[config.mk]
export PLATFORM = sky130hd
export DESIGN_NAME = ps2pw_convert
export DESIGN_NICKNAME = d
export VERILOG_FILES = /design/src/rtl/ps2pw_convert.sv
export SDC_FILE = /design/constraint.sdc
export NUM_CORES = 1
export LEC_CHECK = 0
export BUFFER_PORTS_ARGS = -buffer_cell sky130_fd_sc_hd__buf_2
export CORE_MARGIN = 5
export CORE_UTILIZATION = 37
export DETAILED_ROUTE_END_ITERATION = 16
export SYNTH_ARGS = -nofsm -noshare
export SYNTH_HDL_FRONTEND = slang
export SYNTH_SLANG_ARGS = --single-unit
[constraint.sdc]
create_clock -name clk -period 0.99 [get_ports clk]
set_input_delay 0.099 -clock clk [delete_from_list [all_inputs] [get_ports clk]]
set_output_delay 0.099 -clock clk [all_outputs]
set_load 0.02 [all_outputs]
[src/rtl/ps2pw_convert.sv]
module ps2pw_convert #(
  parameter int W = 32
) (
  input  logic           clk,
  input  logic           rst_n,
  input  logic           start,
  input  logic [2*W-1:0] src,
  input  logic [1:0]     rmode,
  input  logic           inv_en,
  output logic [2*W-1:0] result,
  output logic           done,
  output logic           wr_en,
  output logic           flag_inv,
  output logic           flag_inx,
  output logic           flag_ovf
);
  localparam int RW = W + 3;
  localparam logic [W-1:0] SAT = {1'b0, {(W-1){1'b1}}};
  localparam logic [W-1:0] MINV = {1'b1, {(W-1){1'b0}}};

  function automatic logic [RW-1:0] cvt(input logic [31:0] x, input logic [1:0] rm);
    logic s;
    logic [7:0] e, r;
    logic [22:0] f;
    logic [23:0] m, ig;
    logic [49:0] sh;
    logic rb, st, inc, inv, ovf, inx;
    logic [W-1:0] mag, v;
    s = x[31]; e = x[30:23]; f = x[22:0]; m = {1'b1, f};
    inv = 1'b0; ovf = 1'b0; inx = 1'b0; v = '0; mag = '0;
    ig = '0; rb = 1'b0; st = 1'b0; inc = 1'b0; sh = '0; r = '0;
    if (e == 8'hFF) begin
      inv = 1'b1;
    end else if (e >= 8'd158) begin
      if (e == 8'd158 && s && f == 23'd0) v = MINV;
      else begin inv = 1'b1; ovf = 1'b1; end
    end else if (e >= 8'd150) begin
      mag = {8'b0, m} << (e - 8'd150);
      v = s ? -mag : mag;
    end else begin
      r = 8'd150 - e;
      if (e == 8'd0 || r > 8'd25) begin
        st = (e != 8'd0) || (f != 23'd0);
      end else begin
        sh = {m, 26'b0} >> r;
        ig = sh[49:26];
        rb = sh[25];
        st = |sh[24:0];
      end
      case (rm)
        2'd0: inc = rb & (st | ig[0]);
        2'd1: inc = 1'b0;
        2'd2: inc = ~s & (rb | st);
        default: inc = s & (rb | st);
      endcase
      mag = {8'b0, ig} + {{(W-1){1'b0}}, inc};
      v = s ? -mag : mag;
      inx = rb | st;
    end
    if (inv) v = SAT;
    return {inv, ovf, inx, v};
  endfunction

  logic [RW-1:0] hi_c, lo_c;
  assign hi_c = cvt(src[2*W-1:W], rmode);
  assign lo_c = cvt(src[W-1:0], rmode);

  logic any_inv;
  assign any_inv = hi_c[RW-1] | lo_c[RW-1];

  always_ff @(posedge clk or negedge rst_n) begin
    if (!rst_n) begin
      result   <= '0;
      done     <= 1'b0;
      wr_en    <= 1'b0;
      flag_inv <= 1'b0;
      flag_inx <= 1'b0;
      flag_ovf <= 1'b0;
    end else begin
      done  <= start;
      wr_en <= start & ~(inv_en & any_inv);
      if (start) begin
        result   <= {hi_c[W-1:0], lo_c[W-1:0]};
        flag_inv <= any_inv;
        flag_inx <= hi_c[W] | lo_c[W];
        flag_ovf <= hi_c[W+1] | lo_c[W+1];
      end
    end
  end

  p_done_follows_start_r1: assert property (@(posedge clk) disable iff (!rst_n)
    start |=> done);
  p_no_spurious_done_r1: assert property (@(posedge clk) disable iff (!rst_n)
    !start |=> !done);
  p_write_needs_done_r5: assert property (@(posedge clk) disable iff (!rst_n)
    wr_en |-> done);
  p_trap_blocks_write_r5: assert property (@(posedge clk) disable iff (!rst_n)
    (start && inv_en && any_inv) |=> (done && !wr_en && flag_inv));
  p_ovf_implies_inv_r9: assert property (@(posedge clk) disable iff (!rst_n)
    flag_ovf |-> flag_inv);
  p_sat_default_r4: assert property (@(posedge clk) disable iff (!rst_n)
    (start && hi_c[RW-1]) |=> (result[2*W-1:W] == SAT));
endmodule

==> results by group, run 1 <==
Run status
  – Status: complete, but fails checks
  – Violated checks: setup timing

Floorplanning
  – FP Rows: 76
  – I/O pin cnt: 139
  – Die ar.: 47900 sq um
  – Core area: 43100 sq um
  – Die Ht: 219 um
  – Starting Density: 37.5%
  – Die Span X: 219 um

Setup path
  – Reg2reg setup slack: -140 ps
  – WP data arrival: 5970 ps
  – Cell mode on critical path: ha_4
  – RR Startpoint: result[54]
  – Worst path required time: 1190 ps
  – Worst r2r path cells: 4
  – Slowest-stage cell, CP: mux4_2
  – Critical Path Max Stage Delay: 590 ps
  – Critical path capture point type: flip-flop
  – WS Path Type: in -> reg
  – Crit path launch: src[24]
  – Crit start category: input pin
  – RR Endpoint: result[54]
  – Critical path endpoint: result[29]
  – Crit Path Max Fanout: 7

Route
  – DRC viols: 0
  – Vias per std cell: 5.99
  – DR iter-0 viols: 1821
  – TritonRoute pass-1 iters: 9
  – WL final: 86200 um
  – DRT antenna net count: 0
  – Mean routed wirelength per cell: 22.7 um
  – Via Count: 22.8k

Global route
  – Initial antenna violation count: 0
  – GRT busiest layer: met2
  – GR met2 Demand/Resource: 62.2%
  – Gr usage total: 34.3%
  – M1 GR Usage: 38.0%
  – Total gr overflow: 0
  – Largest net degree at the start of global routing: 70
  – First-pass GRT wire length: 130000 um
  – GR Layer Usage met3: 3.32%
  – Vias in the first global route: 22.8k

Power
  – Power density cells: 986 nW/um^2
  – Peak supply drop: 0.779 mV
  – Leak: 12.0 nW

Finish
  – Layout net count: 3300
  – Layout area overhead: 73.0%
  – # diodes: 0
  – Fin area: 27900 sq um
  – Fillers: 3766
  – Commonest non-fill, non-tap cell in the layout: buf_4
  – Fraction of layout cells with a size suffix above 1: 50.9%
  – Most frequent cells in the layout: buf_4, nand2_1, nor2_1, a21oi_1, o21ai_0

Yosys
  – Main synth FF type: dfrtp_1
  – EDFF count, synth: 0
  – Syn_nets: 2292
  – Post-Synthesis Cells: 2198
  – Syn Area/Cell: 7.34 sq um
  – Yosys top cell area share: 10.7%
  – Sequential fraction of the synthesis area: 10.7%
  – Synth Cell Area: 16100 sq um
  – Yosys cell types: 104
  – Synth warn: 0
  – Largest cells by area after synthesis: dfrtp_1, mux4_2, mux2i_1
  – Post-synthesis register bit count: 69
  – Synth area leader: dfrtp_1
  – Async SR Flop Fraction: 100%

Timing
  – Fmax: 173 MHz
  – Least-Margin Pin Slew: 802 ps
  – Max Slew Vio Count: 0
  – Skew final: 0 ps
  – Rel. slew slack: 46.5%
  – Final setup margin: -4780 ps
  – RSZ-0062 raised after global routing: yes
  – Setup tns final: -280530 ps
  – Tmin final: 5770 ps
  – Setup violators final: 104
  – Tcrit/Tclk final: 582%
  – Final hold viol count: 0

Place
  – Placed standard-cell area: 24600 sq um
  – I/O Buffers: 138
  – Gpl congestion: 1.01
  – Hpwl dp: 69900 um
  – Post-Place Setup Slack: -5600 ps

Min path
  – Hold wc startpoint: start
  – Worst min path class: in -> reg

Clock network
  – Clk buf depth: 2
  – TritonCTS Buffers: 9
  – Root Buffer: clkbuf_16
  – Clk Latency, worst-skew pair: 350 ps
  – Worst-path clk slew: 60 ps
  – H-tree levels: 3
  – Clock Sinks: 69
  – CTS tree: done

Flow run
  – Max_cap viols: 0
==> through the flow <==
step | total power [mW] | hold WS (ps) | cells | util (%)
final | 27.5 | 255 | 3796 | 64.8
after global routing | 28.8 | 255 | 3796 | 64.8
after CTS | 26.0 | 223 | 3772 | 62.4
after detailed placement | 20.7 | 136 | 3703 | 57.2
after global placement | 20.6 | 133 | 3703 | 57.2
after floorplan | 12.4 | -197 | 2198 | -
==> worst max-delay path: cells and delay by family <==
family | cells | cell delay, ps
adders and majority gates | 3 | 560
and+or+nand+nor | 8 | 2300
buffers and inverters | 4 | 440
AOI/OAI and AO/OA | 11 | 1590
muxes | 3 | 970
==> cell usage after synthesis, drive strengths merged (14+ instances only) <==
cell,instances
nand2,224
nor2,224
a21oi,154
o21ai,152
clkbuf,123
mux2i,109
xnor2,94
nor3,83
nand3,70
dfrtp,69
mux4,69
buf,55
xor2,51
nor4,49
nand4,42
mux2,41
a31oi,40
o31ai,34
inv,33
nand2b,30
a211oi,27
ha,24
or2,24
o22ai,22
a221oi,20
and2,20
o211ai,18
or3,17
o32ai,16
a21o,15
and3,14
==> power by group <==
part           total (mW)  switching, mW  internal (mW)
clock network        3.63           1.41           2.22
registers            3.68          0.406           3.27
logic                20.2           10.5           9.76
==> state kept, by name, indices dropped and copies added, names as in the netlist <==
name / count
result: 64
done: 1
flag_inv: 1
flag_inx: 1
flag_ovf: 1
wr_en: 1
==> worst min-delay path by stage <==
stage	to	slack, ps	depth (start not counted)
2_1_floorplan	done	-200	0
3_3_place_gp	result[22]	130	2
3_5_place_dp	result[20]	140	2
4_1_cts	result[43]	220	3
5_1_grt	result[49]	250	3
6_report	result[43]	250	3
==> cell type report <==
type / instances / area (sq um) / area share [%]
clock buffers: 9 / 225 / 0.807
clock inverters: 7 / 98.8 / 0.354
inverters: 35 / 165 / 0.592
multi-input cells: 1916 / 15700 / 56.1
flip-flops and latches: 69 / 1730 / 6.19
well taps: 585 / 732 / 2.62
repair buffers: 1175 / 9300 / 33.3
==> routing by layer <==
layer | wire length [um] | vias up
met5 | 0 | -
met4 | 7280 | 0
met2 | 43300 | 1012
met1 | 31200 | 10969
met3 | 4470 | 320
li1 | - | 10454
==> logic make-up after synthesis <==
group,Yosys count,synth area share (%)
adder cells (fa/ha/maj),24,1.86
AND/OR/NAND/NOR,872,27.1
multiplexers,219,19.3
XOR/XNOR,145,7.96
AO/OA/AOI/OAI,656,27.3
flip-flops,69,10.7
buffers and inverters,213,5.82
==> what timing repair did <==
item,CTS,global route
cloned,1,1
hold buffers,2,0
gates resized for setup,321,179
endpoints found under the setup margin,122,133
pin swaps,147,106
endpoints found under the hold margin,70,0
buffers inserted,53,34
No activity file was read; power rests on OpenSTA's default activity.
==> run 2, diff against run 1 <==
Settings changed: PLACE_DENSITY set to 0.64.
Clock period 0.99 ns to 7.3 ns, I/O delays scaled along.
==> run 2 against run 1 <==
Compared with the run above:
- the run now ends clean
- die area did not move
- non-clock buffer count decreased by 908
- sequential power is 87% lower
- power decreased by 90%
- global-route usage shrank 7.3 points
- cell area fell by 35%
- utilization down 23 points
- clock skew stayed put
- sequential share of layout area grew 3.3 points
- routed wire length shrank 21%
- critical endpoint is now result[25]
==> results by group, run 2 (same netlist as run 1, synthesis figures left out) <==
Global route
  – GR met2 Demand/Resource: 40.3%
  – First-pass GRT wire length: 104000 um
  – Total gr overflow: 0
  – Initial antenna violation count: 2
  – Vias in the first global route: 17.1k
  – GRT busiest layer: met1
  – M1 GR Usage: 41.5%
  – Gr usage total: 27.0%
  – GR Layer Usage met3: 3.15%
  – Largest net degree at the start of global routing: 70

Clock network
  – H-tree levels: 3
  – Worst-path clk slew: 60 ps
  – Clock Sinks: 69
  – Clk Latency, worst-skew pair: 330 ps
  – TritonCTS Buffers: 9
  – Root Buffer: clkbuf_16
  – Clk buf depth: 2
  – Cts hold-fix bufs: 0
  – CTS tree: done

Timing
  – Hold slack: 481 ps
  – Skew final: 0 ps
  – Setup violators final: 0
  – Setup tns final: 0 ps
  – Rel. slew slack: 29.4%
  – Tmin final: 6860 ps
  – RSZ-0062 raised after global routing: no
  – Max Slew Vio Count: 0
  – Tcrit/Tclk final: 94.0%
  – Fmax: 146 MHz
  – Least-Margin Pin Slew: 1050 ps
  – Final setup margin: 438 ps
  – Final hold viol count: 0

Setup path
  – Family with the most delay on the worst path: simple AND/OR/NAND/NOR gates
  – Worst path required time: 7480 ps
  – RR Startpoint: result[54]
  – Cell mode on critical path: a21oi_1
  – Critical path capture point type: flip-flop
  – WP data arrival: 7050 ps
  – Crit Path Max Fanout: 31
  – Buf+Inv Stages, Crit Path: 3
  – Critical Path Max Stage Delay: 560 ps
  – Crit path launch: src[24]
  – Crit start category: input pin
  – WS Path Type: in -> reg
  – Slowest-stage cell, CP: mux4_2

Run status
  – Status: finished clean

Power
  – P_int: 1.37 mW
  – Leak: 6.84 nW
  – Peak supply drop: 0.111 mV
  – Clock power share: 18.0%
  – Sequential power share: 18.2%
  – Power density cells: 148 nW/um^2
  – Sw frac: 49.1%
  – Comb pwr share: 63.8%
  – NetSw: 1.32 mW

Min path
  – Hold wc startpoint: result[7]
  – Worst min path class: reg -> reg

Finish
  – Commonest non-fill, non-tap cell in the layout: nand2_1
  – Top reg by flops: result
  – Layout net count: 2392
  – Area occupied by multi-input gates: 13600 sq um
  – Post-layout util: 42.3%
  – Layout area overhead: 12.8%
  – Fraction of layout cells with a size suffix above 1: 20.2%
  – Layout Cells excl Fill: 2890
  – Most frequent cells in the layout: nand2_1, nor2_1, a21oi_1, o21ai_0, buf_2
  – Max reg flops: 64
  – Reg area: 1730 sq um
  – Fillers: 4440

Floorplanning
  – Die ar.: 47900 sq um
  – Starting Density: 37.5%
  – Die Ht: 219 um
  – Die Span X: 219 um
  – FP Rows: 76
  – Core area: 43100 sq um
  – I/O pin cnt: 139

Route
  – Vias per std cell: 6.58
  – Via Count: 19.0k
  – TritonRoute pass-1 iters: 9
  – WL final: 68400 um
  – Mean routed wirelength per cell: 23.7 um
  – DRT antenna net count: 0
  – DR iter-0 viols: 2547
  – DRC viols: 0

Place
  – I/O Buffers: 138
  – Placed cell count: 2871
  – Gpl congestion: 1.03
  – Hpwl dp: 54100 um
  – Post-Place Setup Slack: -15.8 ps

Flow run
  – Max_cap viols: 0
## run 2: cell count changes in the layout (fill, tap and decap cells not counted), sizes merged
cell and delta:
buf -906, inv +5, clkinv -4, diode +2
dlygate4sd3 -2, clkinvlp -1
## run 2: final cells by class
type / count / share of cell area [%]
multi-input combinational: 1916 / 74.5
inverter: 35 / 0.722
antenna: 2 / 0.0275
sequential: 69 / 9.48
timing repair buffer: 267 / 9.44
clock buffer: 9 / 1.24
clock inverter: 7 / 0.563
tap: 585 / 4.02
## run 2: what timing repair did
action / 4_1_cts / 5_1_grt
endpoints found under the hold margin: 0 / 0
endpoints found under the setup margin: 0 / 10
gates resized for setup: 0 / 10
buffers inserted: 0 / 0
## run 2: power groups by stage
stage,logic [mW],registers [mW],clock network (mW)
2_1_floorplan,1.06,0.557,0
3_3_place_gp,1.66,0.493,0
3_5_place_dp,1.66,0.494,0
4_1_cts,1.67,0.489,0.492
5_1_grt,1.83,0.496,0.506
6_report,1.72,0.491,0.486
## run 2: worst paths after layout
check / endpoint / slack [ps] / depth (start not counted)
max in group asynchronous: result[23] / 6120 / 2
min in group asynchronous: result[7] / 600 / 2
hold reg to reg: result[7] / 480 / 2
hold / removal: result[7] / 480 / 2
setup reg to reg: result[54] / 6120 / 5
setup / recovery: result[25] / 440 / 28
## run 2: stage by stage
| stage | power [mW] | area (sq um) |
|---|---|---|
| floorplan | 1.62 | 16100 |
| global placement | 2.15 | 17800 |
| detailed placement | 2.16 | 17800 |
| CTS | 2.65 | 18100 |
| global route | 2.84 | 18200 |
| finish | 2.69 | 18200 |
## run 2: tightest hold or removal path, cell delays in order, from the launching register on
cell     delay [ps]
dfrtp_1         330
nor2_1           40
nor2_1           70
## run 2: metal layers
| layer | wire (um) | up-vias | share of wire, % |
|---|---|---|---|
| met1 | 31000 | 9148 | 45 |
| met5 | 0 | - | 0 |
| met3 | 6230 | 123 | 9.1 |
| met2 | 29500 | 1130 | 43 |
| li1 | - | 8619 | - |
| met4 | 1690 | 0 | 2.5 |
==> run 3, diff against run 2 <==
Settings changed: BUFFER_PORTS_ARGS -buffer_cell sky130_fd_sc_hd__buf_2 to unset, CTS_BUF_LIST set to sky130_fd_sc_hd__clkbuf_4 sky130_fd_sc_hd__clkbuf_8, DONT_BUFFER_PORTS set to 1, PLACE_DENSITY 0.64 to 0.61.
==> run 3 against run 2 <==
Compared with the run above:
- cell area is 6.3% lower
- critical endpoint is now result[46]
- flip-flop and latch count stayed put
- critical path type unchanged
- utilization is 2.6 points lower
- combinational power down 16%
==> results by group, run 3 (same netlist as run 1, synthesis figures left out) <==
Run status
  – Status: finished clean

Finish
  – Fraction of layout cells with a size suffix above 1: 13.4%
  – Post-layout util: 39.6%
  – Layout net count: 2214
  – Max reg flops: 64
  – Fin area: 17100 sq um
  – # diodes: 0
  – Layout Cells excl Fill: 2710
  – Most frequent cells in the layout: nand2_1, nor2_1, a21oi_1, o21ai_0, mux2i_1
  – Layout area overhead: 5.77%
  – Top reg by flops: result
  – Fillers: 4519
  – Commonest non-fill, non-tap cell in the layout: nand2_1

Floorplanning
  – I/O pin cnt: 139
  – Die Ht: 219 um
  – Die Span X: 219 um
  – Die ar.: 47900 sq um
  – FP Rows: 76
  – Core area: 43100 sq um
  – Starting Density: 37.5%

Clock network
  – Clk Latency, worst-skew pair: 340 ps
  – Clk buf depth: 2
  – H-tree levels: 3
  – TritonCTS Buffers: 9
  – Worst-path clk slew: 90 ps
  – Clock Sinks: 69
  – CTS tree: done
  – Cts hold-fix bufs: 0
  – Root Buffer: clkbuf_8

Setup path
  – Worst path required time: 7590 ps
  – Critical path capture point type: flip-flop
  – RR Endpoint: result[54]
  – Crit Path Max Fanout: 46
  – WP data arrival: 7170 ps
  – Worst r2r path cells: 5
  – Crit start category: input pin
  – WS Path Type: in -> reg
  – RR Startpoint: result[54]
  – Reg2reg setup slack: 6030 ps
  – Crit path launch: src[56]

Route
  – DRT antenna net count: 0
  – Via Count: 18.3k
  – DRC viols: 0
  – WL final: 68700 um
  – Mean routed wirelength per cell: 25.3 um
  – DR iter-0 viols: 2534
  – Vias per std cell: 6.76
  – TritonRoute pass-1 iters: 6

Timing
  – Least-Margin Pin Slew: 1220 ps
  – Tmin final: 6880 ps
  – Setup tns final: 0 ps
  – Max Slew Vio Count: 0
  – Skew final: 0 ps
  – Final hold viol count: 0
  – Fmax: 145 MHz
  – Hold slack: 60.5 ps
  – RSZ-0062 raised after global routing: no
  – Final setup margin: 422 ps
  – Rel. slew slack: 18.7%
  – Tcrit/Tclk final: 94.2%
  – Setup violators final: 0

Power
  – Comb pwr share: 60.1%
  – P_int: 1.20 mW
  – Leak: 6.07 nW
  – Sequential power share: 24.5%
  – Total power: 2.40 mW
  – Sw frac: 50.1%
  – Peak supply drop: 0.115 mV
  – Clock power share: 15.4%
  – NetSw: 1.20 mW
  – Power density cells: 140 nW/um^2

Global route
  – Gr usage total: 27.2%
  – Vias in the first global route: 16.5k
  – Total gr overflow: 0
  – Initial antenna violation count: 2
  – First-pass GRT wire length: 104000 um
  – Largest net degree at the start of global routing: 78

Place
  – Placed cell count: 2694
  – Gpl congestion: 1.00
  – Placed standard-cell area: 16800 sq um
  – Post-Place Setup Slack: 3.69 ps
  – I/O Buffers: 0
  – Hpwl dp: 53700 um

Min path
  – Worst min path class: in -> async

Flow run
  – Max_cap viols: 0
[run 3: changes by cell type in the layout (fill, tap and decap cells not counted), sizes merged]
cell / before / now
buf: 266 / 89
diode: 2 / 0
clkbuf: 10 / 9
[run 3: layout make-up]
type	instances	area (sq um)	share of cell area (%)
multi-input combinational	1916	13500	79.3
sequential	69	1730	10.1
tap	585	732	4.29
timing repair buffer	89	718	4.21
inverter	35	131	0.770
clock buffer	9	124	0.726
clock inverter	7	105	0.616
[run 3: layer usage]
metal  GRT usage, %  up-vias  wire length, um
met1           42.1     8879            31300
met3           4.94       91             7320
met2           39.7     1111            28900
met4           4.48        0             1190
met5              0        -                0
li1               -     8241                -
[run 3: worst max-delay path: stages]
cell and delay (ps):
inv_1 80, ha_1 340, buf_12 230, mux2i_1 150
mux4_2 540, nand3_1 120, o211a_1 290, nor4_1 70
nand3_1 90, o21ai_0 70, a32oi_1 340, a21o_1 150
nand2_1 50, a21oi_1 120, ha_1 220, ha_1 200
inv_1 110, nor2_1 120, nand4_1 140, a211o_1 370
or2_1 290, o311ai_0 440, o21ai_1 230, or3_1 390
nor4_1 290, o31ai_1 170, a2111oi_0 640, a211o_1 160
[run 3: timing repair]
action / 4_1_cts / 5_1_grt
resized for setup: 0 / 5
endpoints found under the hold margin: 0 / 0
endpoints found under the setup margin: 0 / 10
buffers inserted: 0 / 0
[run 3: power by group through the flow]
| stage | clock network [mW] | registers (mW) | logic [mW] |
|---|---|---|---|
| 2_1_floorplan | 0 | 0.557 | 1.06 |
| 3_3_place_gp | 0 | 0.594 | 1.39 |
| 3_5_place_dp | 0 | 0.593 | 1.39 |
| 4_1_cts | 0.374 | 0.587 | 1.40 |
| 5_1_grt | 0.386 | 0.592 | 1.54 |
| 6_report | 0.369 | 0.587 | 1.44 |
[run 3: worst max path at each step]
stage | depth (start not counted) | end
final | 28 | result[46]
after global routing | 26 | result[25]
after CTS | 28 | result[47]
after detailed placement | 28 | result[47]
after global placement | 27 | result[47]
after floorplan | 31 | result[25]
